==> config.mk <==
export PLATFORM = sky130hd
export DESIGN_NAME = wdt_top
export DESIGN_NICKNAME = d
export VERILOG_FILES = /design/src/rtl/wdt_pkg.sv /design/src/rtl/wdt_datapath.sv /design/src/rtl/wdt_control.sv /design/src/rtl/wdt_top.sv
export SDC_FILE = /design/constraint.sdc
export NUM_CORES = 1
export LEC_CHECK = 0
export ABC_CLOCK_PERIOD_IN_PS = 1650
export BUFFER_PORTS_ARGS = -buffer_cell sky130_fd_sc_hd__buf_2
export CORE_MARGIN = 2
export CORE_UTILIZATION = 41
export DETAILED_ROUTE_END_ITERATION = 10
export MAX_ROUTING_LAYER = met4
export SYNTH_ARGS = -nofsm -noshare
export SYNTH_HDL_FRONTEND = slang
export SYNTH_SLANG_ARGS = --single-unit
==> constraint.sdc <==
create_clock -name clk -period 1.65 [get_ports clk]
set_input_delay 0.33 -clock clk [delete_from_list [all_inputs] [get_ports clk]]
set_output_delay 0.33 -clock clk [all_outputs]
set_load 0.01 [all_outputs]
==> src/rtl/wdt_pkg.sv <==
package wdt_pkg;
  localparam int CNT_W     = 8;
  localparam int PRE_W     = 17;
  localparam int PULSE_LEN = 132;
  localparam int PULSE_W   = $clog2(PULSE_LEN + 1);
  localparam logic [7:0] CTRL_KEY = 8'hA5;
  localparam logic [7:0] CNT_KEY  = 8'h5A;
  localparam logic [7:0] CTRL_RST = 8'h18;

  // strobes from control to datapath
  typedef struct packed {
    logic             run;
    logic [2:0]       tap;
    logic             cntLoad;
    logic [CNT_W-1:0] cntLoadVal;
    logic             pulseStart;
  } ctlStrobes_t;

  // log2 of the prescaler divisor for each tap code
  function automatic int tapExp(input logic [2:0] tap);
    case (tap)
      3'd0: tapExp = 1;
      3'd1: tapExp = 6;
      3'd2: tapExp = 7;
      3'd3: tapExp = 9;
      3'd4: tapExp = 11;
      3'd5: tapExp = 13;
      3'd6: tapExp = 15;
      default: tapExp = 17;
    endcase
  endfunction
endpackage

==> src/rtl/wdt_datapath.sv <==
module wdt_datapath
  import wdt_pkg::*;
(
  input  logic             clk,
  input  logic             rstN,
  input  ctlStrobes_t      ctl,
  output logic [CNT_W-1:0] cnt,
  output logic             ovfEvt,
  output logic             pulseActive,
  output logic             pulseLast
);
  logic [PRE_W-1:0]   preCnt;
  logic [PRE_W-1:0]   tapMask;
  logic               tick;
  logic [PULSE_W-1:0] pulseCnt;

  always_comb begin
    tapMask = '0;
    for (int i = 0; i < PRE_W; i++) begin
      if (i < tapExp(ctl.tap)) tapMask[i] = 1'b1;
    end
  end

  assign tick   = ctl.run && ((preCnt & tapMask) == tapMask);
  assign ovfEvt = tick && !ctl.cntLoad && (cnt == {CNT_W{1'b1}});

  always_ff @(posedge clk or negedge rstN) begin
    if (!rstN)         preCnt <= '0;
    else if (!ctl.run) preCnt <= '0;
    else               preCnt <= preCnt + 1'b1;
  end

  always_ff @(posedge clk or negedge rstN) begin
    if (!rstN)            cnt <= '0;
    else if (!ctl.run)    cnt <= '0;
    else if (ctl.cntLoad) cnt <= ctl.cntLoadVal;
    else if (tick)        cnt <= cnt + 1'b1;
  end

  always_ff @(posedge clk or negedge rstN) begin
    if (!rstN)               pulseCnt <= '0;
    else if (ctl.pulseStart) pulseCnt <= PULSE_W'(PULSE_LEN);
    else if (pulseCnt != 0)  pulseCnt <= pulseCnt - 1'b1;
  end

  assign pulseActive = (pulseCnt != 0);
  assign pulseLast   = (pulseCnt == PULSE_W'(1));
endmodule

==> src/rtl/wdt_control.sv <==
module wdt_control
  import wdt_pkg::*;
(
  input  logic             clk,
  input  logic             rstN,
  input  logic             busWr,
  input  logic [15:0]      busWdata,
  input  logic             busRd,
  input  logic             busAddr,
  input  logic             resetEnable,
  input  logic             ovfEvt,
  input  logic             pulseActive,
  input  logic             pulseLast,
  output ctlStrobes_t      ctl,
  output logic [7:0]       ctrlVal,
  output logic             intervalIrq,
  output logic             intReset
);
  logic       ovfFlag, modeWd, runEn, armed, rstPend;
  logic [2:0] tapSel;
  logic       ctrlWr, cntWr;

  assign ctrlWr = busWr && (busWdata[15:8] == CTRL_KEY);
  assign cntWr  = busWr && (busWdata[15:8] == CNT_KEY);

  always_ff @(posedge clk or negedge rstN) begin
    if (!rstN) begin
      modeWd <= CTRL_RST[6];
      runEn  <= CTRL_RST[5];
      tapSel <= CTRL_RST[2:0];
    end else if (ctrlWr) begin
      modeWd <= busWdata[6];
      runEn  <= busWdata[5];
      tapSel <= busWdata[2:0];
    end
  end

  always_ff @(posedge clk or negedge rstN) begin
    if (!rstN)                            ovfFlag <= CTRL_RST[7];
    else if (ctrlWr && !busWdata[5])      ovfFlag <= 1'b0;
    else if (ovfEvt)                      ovfFlag <= 1'b1;
    else if (ctrlWr && armed && !busWdata[7]) ovfFlag <= 1'b0;
    else if (pulseLast && rstPend)        ovfFlag <= 1'b0;
  end

  always_ff @(posedge clk or negedge rstN) begin
    if (!rstN)                                 armed <= 1'b0;
    else if (ctrlWr)                           armed <= 1'b0;
    else if (busRd && !busAddr && ovfFlag)     armed <= 1'b1;
  end

  always_ff @(posedge clk or negedge rstN) begin
    if (!rstN)               rstPend <= 1'b0;
    else if (ctl.pulseStart) rstPend <= resetEnable;
    else if (pulseLast)      rstPend <= 1'b0;
  end

  always_comb begin
    ctl.run        = runEn;
    ctl.tap        = tapSel;
    ctl.cntLoad    = cntWr;
    ctl.cntLoadVal = busWdata[7:0];
    ctl.pulseStart = ovfEvt && modeWd;
  end

  assign ctrlVal     = {ovfFlag, modeWd, runEn, 2'b11, tapSel};
  assign intervalIrq = ovfFlag && !modeWd;
  assign intReset    = pulseActive && rstPend;
endmodule

==> src/rtl/wdt_top.sv <==
module wdt_top
  import wdt_pkg::*;
(
  input  logic        clk,
  input  logic        rstN,
  input  logic        busWr,
  input  logic [15:0] busWdata,
  input  logic        busRd,
  input  logic        busAddr,
  output logic [7:0]  busRdata,
  input  logic        resetEnable,
  output logic        intervalIrq,
  output logic        wdogOvf,
  output logic        intReset
);
  ctlStrobes_t      ctl;
  logic [CNT_W-1:0] cntVal;
  logic [7:0]       ctrlVal;
  logic             ovfEvt, pulseActive, pulseLast;

  wdt_control u_control (
    .clk(clk), .rstN(rstN), .busWr(busWr), .busWdata(busWdata),
    .busRd(busRd), .busAddr(busAddr), .resetEnable(resetEnable),
    .ovfEvt(ovfEvt), .pulseActive(pulseActive), .pulseLast(pulseLast),
    .ctl(ctl), .ctrlVal(ctrlVal), .intervalIrq(intervalIrq),
    .intReset(intReset)
  );

  wdt_datapath u_datapath (
    .clk(clk), .rstN(rstN), .ctl(ctl), .cnt(cntVal),
    .ovfEvt(ovfEvt), .pulseActive(pulseActive), .pulseLast(pulseLast)
  );

  assign wdogOvf  = pulseActive;
  assign busRdata = busAddr ? cntVal : ctrlVal;
endmodule

==> impl_metrics.ini, run 1 <==
[run_status]
outcome = complete, but fails checks
violations = negative setup slack

[grt]
grt_pass1_wl_mm = 9.87
grt_pass1_vias = 2085
overflow = 0
grt_max_degree = 31
antenna_found_initial = 0
grtUsageTotal_pct = 20.0

[sta]
fin_skew_ps = 5.10
fin_ws_ps = -96.2
max_freq_mhz = 573
finalCritPeriodShare_pct = 106
final-hold-violation-count = 0
grt_setup_unrepaired = yes
finalCriticalPeriod_ps = 1750
finalSetupViolCount = 5
maxSlewHeadroom_pct = 79.1
slew_violations = 0
tightest_slew_ps = 313

[job]
cap_viol_max_count = 0

[power_and_ir_drop]
pwr-share-clk_pct = 39.5
finalPower_w = 0.00201
p_per_area_mw_per_mm2 = 553
seq_power_share_pct = 51.2
peakVddDrop_v = 0.000460
p_leak_nw = 1.63
p_int_w = 0.00155
p_sw_w = 0.000462
power.share.switching_pct = 23.0
combPwrFrac_pct = 9.3

[layout]
final_cell_mix = 58 x buf_4, 36 x dfrtp_1, 30 x buf_2
areaGrowthSynthToFinish_pct = 51.9
final_common_cell = buf_4
multiInputGateArea_mm2 = 0.00160
fill_cells = 442
antennaDiodeCount = 0
drive_above_1_share_pct = 49.4
nets = 376
seqCellArea_mm2 = 0.00103

[drt]
num_vias = 2305
dr.pass1.iters = 4
wl_mm = 6.37
ant_nets = 0
drt_iter0_markers = 59
drc = 0
viasPerCell = 5.46
wl_per_cell_um = 15.1

[place]
port-buffer-count = 32
place_ws_ps = -99.5
routabilityCongestion = 0.826
hpwl_mm = 4.14

[clocking]
cts-root-buf = clkbuf_8
cts.sink_count = 41
h-tree-depth = 2
clock_path_buffers = 2
cts_tree = built
clk_latency_ps = 290
cts_buffers = 5
path_clk_slew_ps = 80

[worst_setup_path]
crit_fanout = 5
critical_path.cell_chain = buf_6 -> buf_6 -> mux2_4 -> buf_6
r2r_cells = 7
slowest_delay_ps = 480
timing.rr.start = u_control.tapSel[1]
crit_path_end_kind = primary output
cp-start-kind = flip-flop
worstSetupPathType = reg2out
arrival_ps = 1420
cp.required_ps = 1320
worstReg2RegEnd = u_datapath.cnt[7]
cp_slowest_cell = dfrtp_2
critPathMostFrequentCell = buf_6
r2r_slack_ps = -50

[worst_hold_path]
min_delay_path_depth = 3
min_path_type = in2reg
hp-start = busWdata[0]
min_to = u_control.tapSel[0]

[floorplan]
core_mm2 = 0.00557
fp-row-count = 27
die_area_mm2 = 0.00645
ios = 33
fp.dieH_um = 80.3
start_util_pct = 42.9
die_width_um = 80.3

[synthesis]
synth.cell_area_mm2 = 0.00239
syn_nets = 275
avgSynthCellArea_um2 = 9.59
syn_inst = 249
synth.distinct_cells = 47
ys.flop_type = dfrtp_1
ys_ff_latch = 41
synth-edff-count = 0
ys_async_sr_fraction_pct = 100
ys_seq_area_share_pct = 43.0
yosysWarnings = 0
[what timing repair did]
item,4_1_cts,5_1_grt
buffers inserted,9,11
gates cloned,0,1
hold buffers,1,0
pin swaps,9,19
resized for setup,19,66
endpoints found under the setup margin,17,24
endpoints found under the hold margin,12,0
[final cells by class]
class	count	share of cell area (%)
multi-input combinational	193	44.1
clock buffer	5	1.90
timing repair buffer	103	21.5
tap	72	2.48
sequential	41	28.5
inverter	6	0.621
clock inverter	2	0.966
[per-layer routing]
layer | vias up | wire [um] | track usage [%]
li1 | 1118 | - | -
met1 | 1133 | 2840 | 27.1
met2 | 48 | 3240 | 31.9
met3 | 6 | 246 | 4.38
met4 | 0 | 38 | 2.71
met5 | - | 0 | -
[metrics by stage]
step	std cells	cell area, um^2	setup TNS (ps)	hold WS [ps]	utilization, %
after CTS	410	3240	-127	248	58.1
after detailed placement	393	2980	-534	249	53.5
final	422	3630	-272	252	65.1
after floorplan	249	2410	-144	34.4	-
after global routing	422	3630	-2050	257	65.1
after global placement	393	2980	-674	244	53.5
[cell usage after synthesis, types with 2 or more instances]
master / number / area share, %
nor4_2: 2 / 1.0
nand2_1: 20 / 3.1
and4_1: 4 / 1.5
o311ai_0: 3 / 1.1
nor3b_1: 5 / 1.6
nor3_1: 10 / 2.1
xor2_1: 3 / 1.1
mux2_2: 9 / 4.2
dfrtp_1: 41 / 43
clkbuf_1: 6 / 0.94
nand3_1: 25 / 5.2
xnor2_1: 12 / 4.4
a31oi_1: 6 / 1.6
and4b_1: 3 / 1.3
and2_1: 15 / 3.9
a21oi_1: 4 / 0.84
a211oi_1: 3 / 0.94
mux2i_1: 2 / 0.84
nor2b_1: 4 / 1.0
ha_1: 4 / 2.1
o21ai_0: 5 / 1.0
o211ai_1: 3 / 0.94
nand2b_1: 2 / 0.52
and3_1: 5 / 1.3
nor2_1: 11 / 1.7
nand3b_1: 3 / 0.94
or3_1: 4 / 1.0
a21o_1: 2 / 0.63
a21boi_0: 3 / 0.94
inv_1: 6 / 0.94
buf_4: 2 / 0.63
nand4_1: 7 / 1.8
[worst max path at each step]
stage               depth (start not counted)                 to                   start
global placement                            6  u_control.rstPend     u_control.tapSel[1]
global route                                7  u_datapath.cnt[7]     u_control.tapSel[2]
detailed placement                          6  u_control.rstPend            busWdata[11]
CTS                                         4            wdogOvf  u_datapath.pulseCnt[2]
floorplan                                   6  u_control.rstPend     u_control.tapSel[2]
finish                                      4        busRdata[1]     u_control.tapSel[1]
[state kept, by name (all words and copies together), names as in the netlist, 3 cells and up]
signal               cells
u_datapath.preCnt       17
u_datapath.cnt           8
u_datapath.pulseCnt      8
u_control.tapSel         3
[power by group through the flow]
stage / registers, W / clock network [W] / logic, W
after global routing: 0.00103 / 0.000867 / 0.000203
after CTS: 0.00102 / 0.000811 / 0.000154
after global placement: 0.00104 / 0 / 0.000144
final: 0.00103 / 0.000794 / 0.000186
after detailed placement: 0.00104 / 0 / 0.000145
after floorplan: 0.00104 / 0 / 0.0000544
[critical path: cells and delay by family (launching register included)]
family,cells,cell delay (ps)
buf+inv,3,360
mux,1,280
flops,1,480
[logic make-up after synthesis]
group | synth area share [%]
simple gates | 31.2
fa+ha+maj | 2.10
mux | 5.55
buf+inv | 2.72
xor+xnor | 5.50
flops | 43.0
compound gates | 10.0
No activity file was read; power rests on OpenSTA's default activity.
==> run 2, diff against run 1 <==
Settings changed: SYNTH_HIERARCHICAL set to 1.
==> impl_metrics.ini, run 2 <==
[clocking]
h-tree-depth = 2
cts-root-buf = clkbuf_8
cts_buffers = 5
cts_tree = built
path_clk_slew_ps = 70
clk_latency_ps = 290
clock_path_buffers = 2
cts.sink_count = 41

[synthesis]
avgSynthCellArea_um2 = 10.1
synth_top_area_share_pct = 38.4
syn_inst = 264
synth.cell_area_mm2 = 0.00267
yosysTopAreaCell = dfrtp_1
yosysWarnings = 6
synth.distinct_cells = 54
ys_ff_latch = 41
synth-edff-count = 0
ys_async_sr_fraction_pct = 100
yosysMostFrequentCell = dfrtp_1
synthTopCellsByArea = dfrtp_1 38%, buf_4 5.6%, xnor2_1 4.6%
synth_common_cells = 41 x dfrtp_1, 21 x nand2_1, 20 x buf_4
ys.flop_type = dfrtp_1
ys_seq_area_share_pct = 38.4

[grt]
overflow = 0
grt_max_degree = 25
grt_pass1_vias = 2108
grtUsageTotal_pct = 17.9
antenna_found_initial = 0
grt_pass1_wl_mm = 9.92

[worst_hold_path]
hp-start = resetEnable
min_path_type = in2reg

[drt]
wl_mm = 5.76
num_vias = 2070
dr.pass1.iters = 4
viasPerCell = 5.05
wl_per_cell_um = 14.0
ant_nets = 0
drc = 0
drt_iter0_markers = 104

[worst_setup_path]
cp_num_buf_inv = 2
r2r_cells = 7
crit_family = simple AND/OR/NAND/NOR gates
crit_start = u_datapath/pulseCnt[6]
crit_fanout = 2
worstReg2RegEnd = u_control/ovfFlag
crit_cells = 5
cp.required_ps = 1320
critical_path.cell_chain = or4_4 -> nor3_4 -> inv_1 -> and2_1 -> buf_2
crit_path_end_kind = primary output
slowest_delay_ps = 560
endpoint = intReset
worstSetupPathType = reg2out
timing.rr.start = u_control/tapSel[2]
arrival_ps = 1680
r2r_slack_ps = -300
cp-start-kind = flip-flop
cp_slowest_cell = or4_4

[sta]
fin_skew_ps = 9.96
grt_setup_unrepaired = yes
finalSetupViolCount = 20
finalCriticalPeriod_ps = 2010
fin_ws_ps = -359
finalCritPeriodShare_pct = 122
slew_violations = 0
final-hold-violation-count = 0
max_freq_mhz = 498

[place]
hpwl_mm = 4.01
placedCellCount = 387
routabilityCongestion = 0.798
port-buffer-count = 32

[floorplan]
fp.dieH_um = 84.7
fp-row-count = 29
start_util_pct = 42.3
die_area_mm2 = 0.00718
die_width_um = 84.7
ios = 33
core_mm2 = 0.00631

[layout]
regMostFlops = u_datapath/preCnt
areaGrowthSynthToFinish_pct = 28.7
final_core_util_pct = 54.5
seqCellArea_mm2 = 0.00103
fill_cells = 578
antennaDiodeCount = 0
final_common_cell = buf_4
drive_above_1_share_pct = 42.6
final_cell_mix = 45 x buf_4, 38 x dfrtp_1, 31 x buf_2
reg_top3 = u_datapath/preCnt (17), u_datapath/cnt (8), u_datapath/pulseCnt (8)
multiInputGateArea_mm2 = 0.00152
instances_no_fill = 410
largest_reg_flops = 17
nets = 358

[power_and_ir_drop]
peakVddDrop_v = 0.000296
finalPower_w = 0.00217
p_per_area_mw_per_mm2 = 629
p_leak_nw = 1.69

[run_status]
outcome = complete, but fails checks
violations = negative setup slack

[job]
cap_viol_max_count = 0
run 2: changes by cell type in the layout (fill, tap and decap cells not counted), moves of 4 or more:
cell / change
buf_4: -13
nand4_1: -5
nand3_2: -7
nor3_2: -5
a31oi_1: -5
buf_6: -6
mux2_4: +6
nand3_1: -4
nor2_1: +5
mux2i_1: +8
and3_1: +5
xor2_1: +6
a21boi_0: +4
run 2: cell type report:
class                      instances  area share, %
clock inverter                     3           1.89
sequential                        41           29.9
clock buffer                       5           2.00
multi-input combinational        192           44.3
inverter                           7          0.764
tap                               77           2.80
timing repair buffer              85           18.4
run 2: cells by family after synthesis:
logic type	synth area share, %
flops	38.4
mux	10.4
buf+inv	8.29
simple gates	23.5
other cells	0.140
fa+ha+maj	1.87
xor+xnor	7.54
compound gates	9.88
run 2: timing repair:
item / 4_1_cts / 5_1_grt
setup buffers: 8 / 5
endpoints found under the hold margin: 17 / 0
resized for setup: 19 / 12
hold buffers: 1 / 0
pin swaps: 6 / 4
cloned: 2 / 0
endpoints found under the setup margin: 21 / 24
run 2: report_power, final:
| part | internal, W | total [W] | leakage [nW] | switching (W) |
|---|---|---|---|---|
| registers | 0.00101 | 0.00102 | 0.532 | 0.0000111 |
| clock network | 0.000601 | 0.000951 | 0.0681 | 0.000350 |
| logic | 0.000102 | 0.000190 | 1.09 | 0.0000872 |
| total | 0.00172 | 0.00217 | 1.69 | 0.000449 |
run 2: metrics by stage:
stage / hold slack [ps] / setup WS (ps) / cell area, um^2 / setup TNS, ps
final: 264 / -359 / 3440 / -4420
after global routing: 252 / -462 / 3440 / -6250
after CTS: 245 / -369 / 3370 / -4360
after detailed placement: 303 / -344 / 3070 / -5130
after global placement: 308 / -325 / 3070 / -4550
after floorplan: 34.4 / -351 / 2720 / -4200
run 2: worst min path at each step:
stage / slack [ps] / cells after the start / endpoint
5_1_grt: 250 / 3 / u_control/rstPend
3_3_place_gp: 310 / 1 / u_datapath/preCnt[10]
4_1_cts: 240 / 3 / u_control/rstPend
6_report: 260 / 3 / u_control/rstPend
3_5_place_dp: 300 / 1 / u_datapath/preCnt[10]
2_1_floorplan: 30 / 0 / u_control/armed
run 2: worst register-to-register path, stage by stage (launching register included):
cell and delay [ps]:
dfrtp_2 460, or3_4 410, a2111oi_4 340, nand2_2 130, nor3_4 180, buf_4 150, o31a_1 110, o22a_2 110
run 2: per-layer routing:
| metal | vias to the layer above | share of wire [%] | track usage [%] |
|---|---|---|---|
| met2 | 39 | 49 | 28.6 |
| met4 | 0 | 0.36 | 3.90 |
| met1 | 990 | 47 | 23.6 |
| met3 | 2 | 3.4 | 3.74 |
| met5 | - | 0 | - |
| li1 | 1039 | - | - |
